File: src/rtl/inpwr_pkg.sv
// Package: shared types for the input over-power integrator.
// Assumes: nothing beyond IEEE 1800-2017.
package inpwr_pkg;

    // Update applied to the accumulator in a given clock.
    typedef enum logic [1:0] {
        UPD_CLEAR = 2'd0,
        UPD_HOLD  = 2'd1,
        UPD_RISE  = 2'd2,
        UPD_LEAK  = 2'd3
    } acc_upd_e;

    // Bit width that holds values 0..v (at least 1).
    function automatic int unsigned width_for(input longint unsigned v);
        int unsigned w;
        w = 1;
        while ((longint'(1) << w) <= v) w++;
        return w;
    endfunction

endpackage

File: src/rtl/inpwr_tick_gen.sv
// Module: free-running tick divider.
// Emits a one-clock tick every DIV clocks, the first on the DIV-th clock
// after reset release. Assumes DIV >= 1.
module inpwr_tick_gen #(
    parameter int unsigned DIV = 4
) (
    input  logic clk,
    input  logic rst_n,
    output logic tick_o
);
    import inpwr_pkg::*;

    generate
        if (DIV <= 1) begin : g_every_clock
            assign tick_o = 1'b1;
        end else begin : g_divided
            localparam int unsigned CW = width_for(DIV - 1);
            localparam logic [CW-1:0] LAST = CW'(DIV - 1);
            logic [CW-1:0] cnt_q;

            // Count 0..DIV-1 and wrap.
            always_ff @(posedge clk) begin
                if (!rst_n)              cnt_q <= '0;
                else if (cnt_q == LAST)  cnt_q <= '0;
                else                     cnt_q <= cnt_q + 1'b1;
            end

            assign tick_o = (cnt_q == LAST);
        end
    endgenerate
endmodule

File: src/rtl/inpwr_blank_timer.sv
// Module: blanking window after adapter detect.
// Counts ticks while adapter_ok_i is high and holds the count at zero while it is
// low, so every rising edge restarts it. The count saturates once past the window.
// blank_o flags counts in [DELAY, DELAY+LEN). Assumes the ticks come from inpwr_tick_gen.
module inpwr_blank_timer #(
    parameter int unsigned DELAY = 700,
    parameter int unsigned LEN   = 2
) (
    input  logic clk,
    input  logic rst_n,
    input  logic tick_i,
    input  logic adapter_ok_i,
    output logic blank_o
);
    import inpwr_pkg::*;

    localparam int unsigned END_CNT = DELAY + LEN;
    localparam int unsigned CW      = width_for(END_CNT);
    localparam logic [CW-1:0] START_V = CW'(DELAY);
    localparam logic [CW-1:0] END_V   = CW'(END_CNT);

    logic [CW-1:0] cnt_q;

    // Tick counter since adapter detect, saturating at the window end.
    always_ff @(posedge clk) begin
        if (!rst_n || !adapter_ok_i)       cnt_q <= '0;
        else if (tick_i && cnt_q < END_V)  cnt_q <= cnt_q + 1'b1;
    end

    generate
        if (LEN == 0) begin : g_no_window
            assign blank_o = 1'b0;
        end else begin : g_window
            assign blank_o = (cnt_q >= START_V) && (cnt_q < END_V);
        end
    endgenerate
endmodule

File: src/rtl/inpwr_integrator.sv
// Module: stress accumulator and fault latch.
// On ticks: rises by GAIN*drop while limiting (unless blanked), and leaks by LEAK
// otherwise, with a floor at zero. It latches a fault at THRESH and freezes while
// latched. clear_i zeroes both. Assumes THRESH < 2**ACC_W.
module inpwr_integrator #(
    parameter int unsigned ACC_W  = 16,
    parameter int unsigned DROP_W = 8,
    parameter int unsigned GAIN   = 18,
    parameter int unsigned LEAK   = 5,
    parameter int unsigned THRESH = 20000
) (
    input  logic              clk,
    input  logic              rst_n,
    input  logic              tick_i,
    input  logic              clear_i,
    input  logic              limiting_i,
    input  logic              blank_i,
    input  logic [DROP_W-1:0] drop_i,
    output logic [ACC_W-1:0]  acc_o,
    output logic              fault_o
);
    import inpwr_pkg::*;

    localparam int unsigned INC_W = DROP_W + width_for(GAIN);
    localparam int unsigned SUM_W = ((ACC_W > INC_W) ? ACC_W : INC_W) + 1;
    localparam logic [INC_W-1:0] GAIN_V = INC_W'(GAIN);
    localparam logic [SUM_W-1:0] FULL_V = (SUM_W'(1) << ACC_W) - SUM_W'(1);
    localparam logic [ACC_W-1:0] LEAK_V = ACC_W'(LEAK);
    localparam logic [ACC_W-1:0] TH_V   = ACC_W'(THRESH);

    logic [ACC_W-1:0] acc_q, acc_d;
    logic             fault_q, fault_d;
    logic [INC_W-1:0] inc;
    logic [SUM_W-1:0] sum;
    logic [ACC_W-1:0] risen, leaked;
    acc_upd_e         upd;

    // Choose the update for this clock.
    always_comb begin
        if (clear_i)                  upd = UPD_CLEAR;
        else if (!tick_i || fault_q)  upd = UPD_HOLD;
        else if (limiting_i)          upd = blank_i ? UPD_HOLD : UPD_RISE;
        else                          upd = UPD_LEAK;
    end

    // Saturating rise and floored leak candidates.
    always_comb begin
        inc    = GAIN_V * INC_W'(drop_i);
        sum    = SUM_W'(acc_q) + SUM_W'(inc);
        risen  = (sum > FULL_V) ? ACC_W'(FULL_V) : ACC_W'(sum);
        leaked = (acc_q > LEAK_V) ? (acc_q - LEAK_V) : '0;
    end

    // Next accumulator and fault state.
    always_comb begin
        acc_d   = acc_q;
        fault_d = fault_q;
        unique case (upd)
            UPD_CLEAR: begin
                acc_d   = '0;
                fault_d = 1'b0;
            end
            UPD_RISE: begin
                acc_d   = risen;
                fault_d = (risen >= TH_V);
            end
            UPD_LEAK:  acc_d = leaked;
            default:   acc_d = acc_q;
        endcase
    end

    // State registers.
    always_ff @(posedge clk) begin
        if (!rst_n) begin
            acc_q   <= '0;
            fault_q <= 1'b0;
        end else begin
            acc_q   <= acc_d;
            fault_q <= fault_d;
        end
    end

    assign acc_o   = acc_q;
    assign fault_o = fault_q;
endmodule

File: src/rtl/inpwr_fault_latch.sv
// Module: top of the input over-power fault integrator.
// Ties the tick divider, the blanking timer and the integrator together, and gates
// the adapter switch enable. Assumes the inputs are synchronous to clk.
module inpwr_fault_latch #(
    parameter int unsigned ACC_W       = 16,
    parameter int unsigned DROP_W      = 8,
    parameter int unsigned GAIN        = 18,
    parameter int unsigned LEAK        = 5,
    parameter int unsigned THRESH      = 20000,
    parameter int unsigned TICK_DIV    = 125000,
    parameter int unsigned BLANK_DELAY = 700,
    parameter int unsigned BLANK_LEN   = 2
) (
    input  logic              clk,
    input  logic              rst_n,
    input  logic              limiting_i,
    input  logic [DROP_W-1:0] drop_code_i,
    input  logic              adapter_ok_i,
    input  logic              uvlo_i,
    output logic              fault_o,
    output logic              switch_en_o,
    output logic [ACC_W-1:0]  acc_o
);
    logic tick_w;
    logic blank_w;
    logic clear_w;

    // Loss of adapter or supply clears the latch.
    assign clear_w = !adapter_ok_i || uvlo_i;

    inpwr_tick_gen #(.DIV(TICK_DIV)) u_tick (
        .clk    (clk),
        .rst_n  (rst_n),
        .tick_o (tick_w)
    );

    inpwr_blank_timer #(.DELAY(BLANK_DELAY), .LEN(BLANK_LEN)) u_blank (
        .clk          (clk),
        .rst_n        (rst_n),
        .tick_i       (tick_w),
        .adapter_ok_i (adapter_ok_i),
        .blank_o      (blank_w)
    );

    inpwr_integrator #(
        .ACC_W  (ACC_W),
        .DROP_W (DROP_W),
        .GAIN   (GAIN),
        .LEAK   (LEAK),
        .THRESH (THRESH)
    ) u_integ (
        .clk        (clk),
        .rst_n      (rst_n),
        .tick_i     (tick_w),
        .clear_i    (clear_w),
        .limiting_i (limiting_i),
        .blank_i    (blank_w),
        .drop_i     (drop_code_i),
        .acc_o      (acc_o),
        .fault_o    (fault_o)
    );

    // Switch allowed only with adapter, good supply and no fault.
    assign switch_en_o = adapter_ok_i && !uvlo_i && !fault_o;
endmodule

File: config.mk
export PLATFORM = sky130hd
export DESIGN_NAME = inpwr_fault_latch
export DESIGN_NICKNAME = d
export VERILOG_FILES = /design/src/rtl/inpwr_pkg.sv /design/src/rtl/inpwr_tick_gen.sv /design/src/rtl/inpwr_blank_timer.sv /design/src/rtl/inpwr_integrator.sv /design/src/rtl/inpwr_fault_latch.sv
export SDC_FILE = /design/constraint.sdc
export NUM_CORES = 1
export LEC_CHECK = 0
export ABC_AREA = 1
export CORE_ASPECT_RATIO = 0.75
export CORE_UTILIZATION = 55
export CTS_CLUSTER_DIAMETER = 120
export DETAILED_ROUTE_END_ITERATION = 12
export PLACE_DENSITY = 0.76
export SLEW_MARGIN = 20
export SYNTH_ARGS = -nofsm -noshare
export SYNTH_HDL_FRONTEND = slang
export SYNTH_SLANG_ARGS = --single-unit
File: constraint.sdc
create_clock -name clk -period 4 [get_ports clk]
set_clock_uncertainty 0.05 [all_clocks]
set_input_delay 0.6 -clock clk [delete_from_list [all_inputs] [get_ports clk]]
set_output_delay 0.6 -clock clk [all_outputs]
set_load 0.01 [all_outputs]
==> results.md <==
- Peak VDD IR: about 0.00016 V
- CTS tree: yes
- Yosys reg bits: 44
- Hold_buf cts: 0
- Mean Syn Cell Area: roughly 6.1 µm²
- DR pass1 iterations: 5
- Largest net degree at the start of global routing: 19
- H-tree depth: 2
- GPL Wtd Cong: 0.917
- Detailed-route DRC error count: 0
- Clk sinks: 44
- Status: completed
- Max-cap violations: 0
- Post-synth ARST share: 0%
- Post-route ant nets: 0
- Nets: approximately 700
- Setup crit start: drop_code_i[0]
- Worst setup endpoint: u_integ.fault_o$_SDFFE_PN0P_
- Largest family of logic cells by synthesized area: simple AND/OR/NAND/NOR gates
- Max Clock Freq: between 200 and 300 MHz
- Sequential area share after synthesis: 23.3%
- Mux cell area share after synthesis: 0%
- Post-layout util: a little over two thirds
- CTS root buffer: clkbuf_8
- Post-Synthesis Cells: ~620
- Total Power: ~950 µW
- Worst-Skew Late Latency: 0.30 ns
- Critical Path Stages: 25
- Area Growth Syn to Fin: 19.0%
- Buffers on Ports: 30
- FF-to-FF End: u_integ.fault_o$_SDFFE_PN0P_
- Crit path max-delay cell type: clkdlybuf4s50_1
- Critical path peak fanout: 9
- Slew margin rel.: 67.5%
- Synth warnings: 0
- Grt ovf: 0
- Via-to-Cell Ratio: roughly 5.4
- Chip Height: ~74 µm
- Synth Area in Compound Gates: 9.15%
- DR vias: 4077
- Share of cells above drive strength 1: 10.5%
- RSZ-0062 raised after global routing: no
- Top FF cell, synth: dfxtp_1
- Cts bufs inserted: 5
- Data required, critical path: 4.17 ns
- Most used cell along the critical path: nand2_1
- Crit Path Class: input pin to flop
- Buf/Inv on CP: 6
- I/O pin cnt: 31
- Mean routed wirelength per cell: 12.6 µm
- R2R depth: 13
- Crit end category: flop
- Crit share post-route: about 94%
- Setup_tns: 0 ns
- Core ar.: around 6500 µm²
- # rows: 25
- Post-Place Cells: 751
- Synth Area in Adders: 10.3%
- CP top delay family: adder cells
- Kind of start point of the critical path: input pin
- 1st-iter DRT viols: between 300 and 400
- Final count of pins violating max slew: 0
- Tmin final: approximately 3.8 ns
- Initial antenna violation count: 0
- Power per cell area: 212 nW/µm²
- Area of the mapped netlist: approximately 3800 µm²
- Clock Path Buffers: 2
- Worst R2R Setup Slack: approximately 1.6 ns
- FF-to-FF Start: u_integ.acc_o[1]$_SDFFE_PN0P_
- Vias in the first global route: 3505
- Die ar.: roughly 7200 µm²
- Antenna diode count: 0
- Final Setup Violations: 0
- Fin cells: between 700 and 800
- Synth Area in XOR/XNOR: 4.63%
- WL final: 9.57 mm
- Slew at the pin closest to its max-slew limit: just under 0.5 ns
- GR Util All Layers: 27.5%
- Final HPWL DP: between 7 and 8 mm
- Post-synthesis simple-gate area fraction: a little over 40%
- Clock-pin slew on the worst setup and hold paths: about 0.09 ns
- Worst Path Arrival: around 3.9 ns
- EDFF count, synth: 0
- Worst Hold Class: flop to flop
- Leakage power: roughly 0.0022 µW
- Post-Syn Nets: roughly 670
- Starting Density: 58.5%
- Count of cell types in the netlist: 33
- First-pass GRT wire length: approximately 16 mm
- Die width: slightly below 100 µm
- Hold Vio Cnt, Final: 0
- Max incr delay on CP: 0.48 ns
per-layer routing:
metal	up-vias	part of all wire, %	GRT usage [%]
met1	1809	51	41.8
met4	0	0.54	3.70
met3	10	7.9	3.81
met2	171	41	41.9
met5	-	0	0
li1	2087	-	-
state kept, by name, indices dropped and copies added, names as in the netlist:
signal and cells:
u_blank.cnt_q 10, u_integ.fault_o 1, u_integ.acc_o 16, u_tick.g_divided.cnt_q 17
per-stage QoR:
step                      hold slack [ns]  cell area [µm²]  setup slack [ns]
after floorplan                     0.368             3790             0.535
after global placement              0.381             4320            -0.362
after detailed placement            0.386             4320            -0.403
after CTS                           0.404             4430            0.0600
after global routing                0.433             4510            0.0160
final                               0.397             4510             0.237
cells by family after synthesis:
group / count (synthesis)
compound gates: 65
xor+xnor: 20
fa+ha+maj: 30
buf+inv: 118
flops: 44
simple gates: 347
placed cells by master, fill, tap and decap left out, drive strengths merged:
cell and instances:
a31oi 3, fa 2, xor2 13, clkbuf 7, nand3b 2, inv 112
a21oi 33, clkdlybuf4s50 26, xnor2 7, clkinvlp 1, ha 28, or2 7
nand3 69, and3 1, nand4 12, nor3 11, dfxtp 44, nor3b 3
o21bai 1, dlymetal6s2s 4, buf 23, nor4 2, nor2 65, o21ai 28
nand2 175
Yosys cell counts (all sizes together), types with 3 or more instances:
cell type / number / area share [%]
xnor2: 7 / 1.6
clkbuf: 3 / 0.30
a31oi: 3 / 0.50
nor3b: 3 / 0.59
or2: 7 / 1.2
nor2: 65 / 7.0
buf: 3 / 0.56
nand2: 175 / 17
inv: 112 / 11
xor2: 13 / 3.0
dfxtp: 44 / 23
ha: 28 / 9.3
a21oi: 33 / 4.7
nand4: 12 / 2.1
o21ai: 28 / 3.7
nor3: 11 / 2.0
nand3: 69 / 9.4
how the worst min path moves through the flow:
stage                                               from                              endpoint  cells after the start
finish              u_tick.g_divided.cnt_q[0]$_SDFF_PP0_  u_tick.g_divided.cnt_q[0]$_SDFF_PP0_                      1
global route        u_tick.g_divided.cnt_q[0]$_SDFF_PP0_  u_tick.g_divided.cnt_q[0]$_SDFF_PP0_                      1
CTS                 u_tick.g_divided.cnt_q[0]$_SDFF_PP0_  u_tick.g_divided.cnt_q[0]$_SDFF_PP0_                      1
detailed placement  u_tick.g_divided.cnt_q[0]$_SDFF_PP0_  u_tick.g_divided.cnt_q[0]$_SDFF_PP0_                      1
global placement    u_tick.g_divided.cnt_q[0]$_SDFF_PP0_  u_tick.g_divided.cnt_q[0]$_SDFF_PP0_                      1
floorplan           u_tick.g_divided.cnt_q[0]$_SDFF_PP0_  u_tick.g_divided.cnt_q[0]$_SDFF_PP0_                      1
what timing repair did:
| action | CTS | global route |
|---|---|---|
| buffers inserted | 1 | 0 |
| pin swaps | 1 | 5 |
| gates resized for setup | 4 | 18 |
| endpoints found under the setup margin | 11 | 15 |
power by group:
part,internal [µW],switching [µW]
sequential,440,1.76
combinational,94.1,119
clock,141,158
total,675,279
layout make-up:
type	count	area [µm²]
clock inverters	1	7.51
multi-input cells	462	2520
clock buffers	7	86.3
inverters	112	420
repair buffers	53	487
well taps	81	101
fillers	570	1970
flip-flops and latches	44	881
Note: power is estimated with default switching activity, not from simulation.
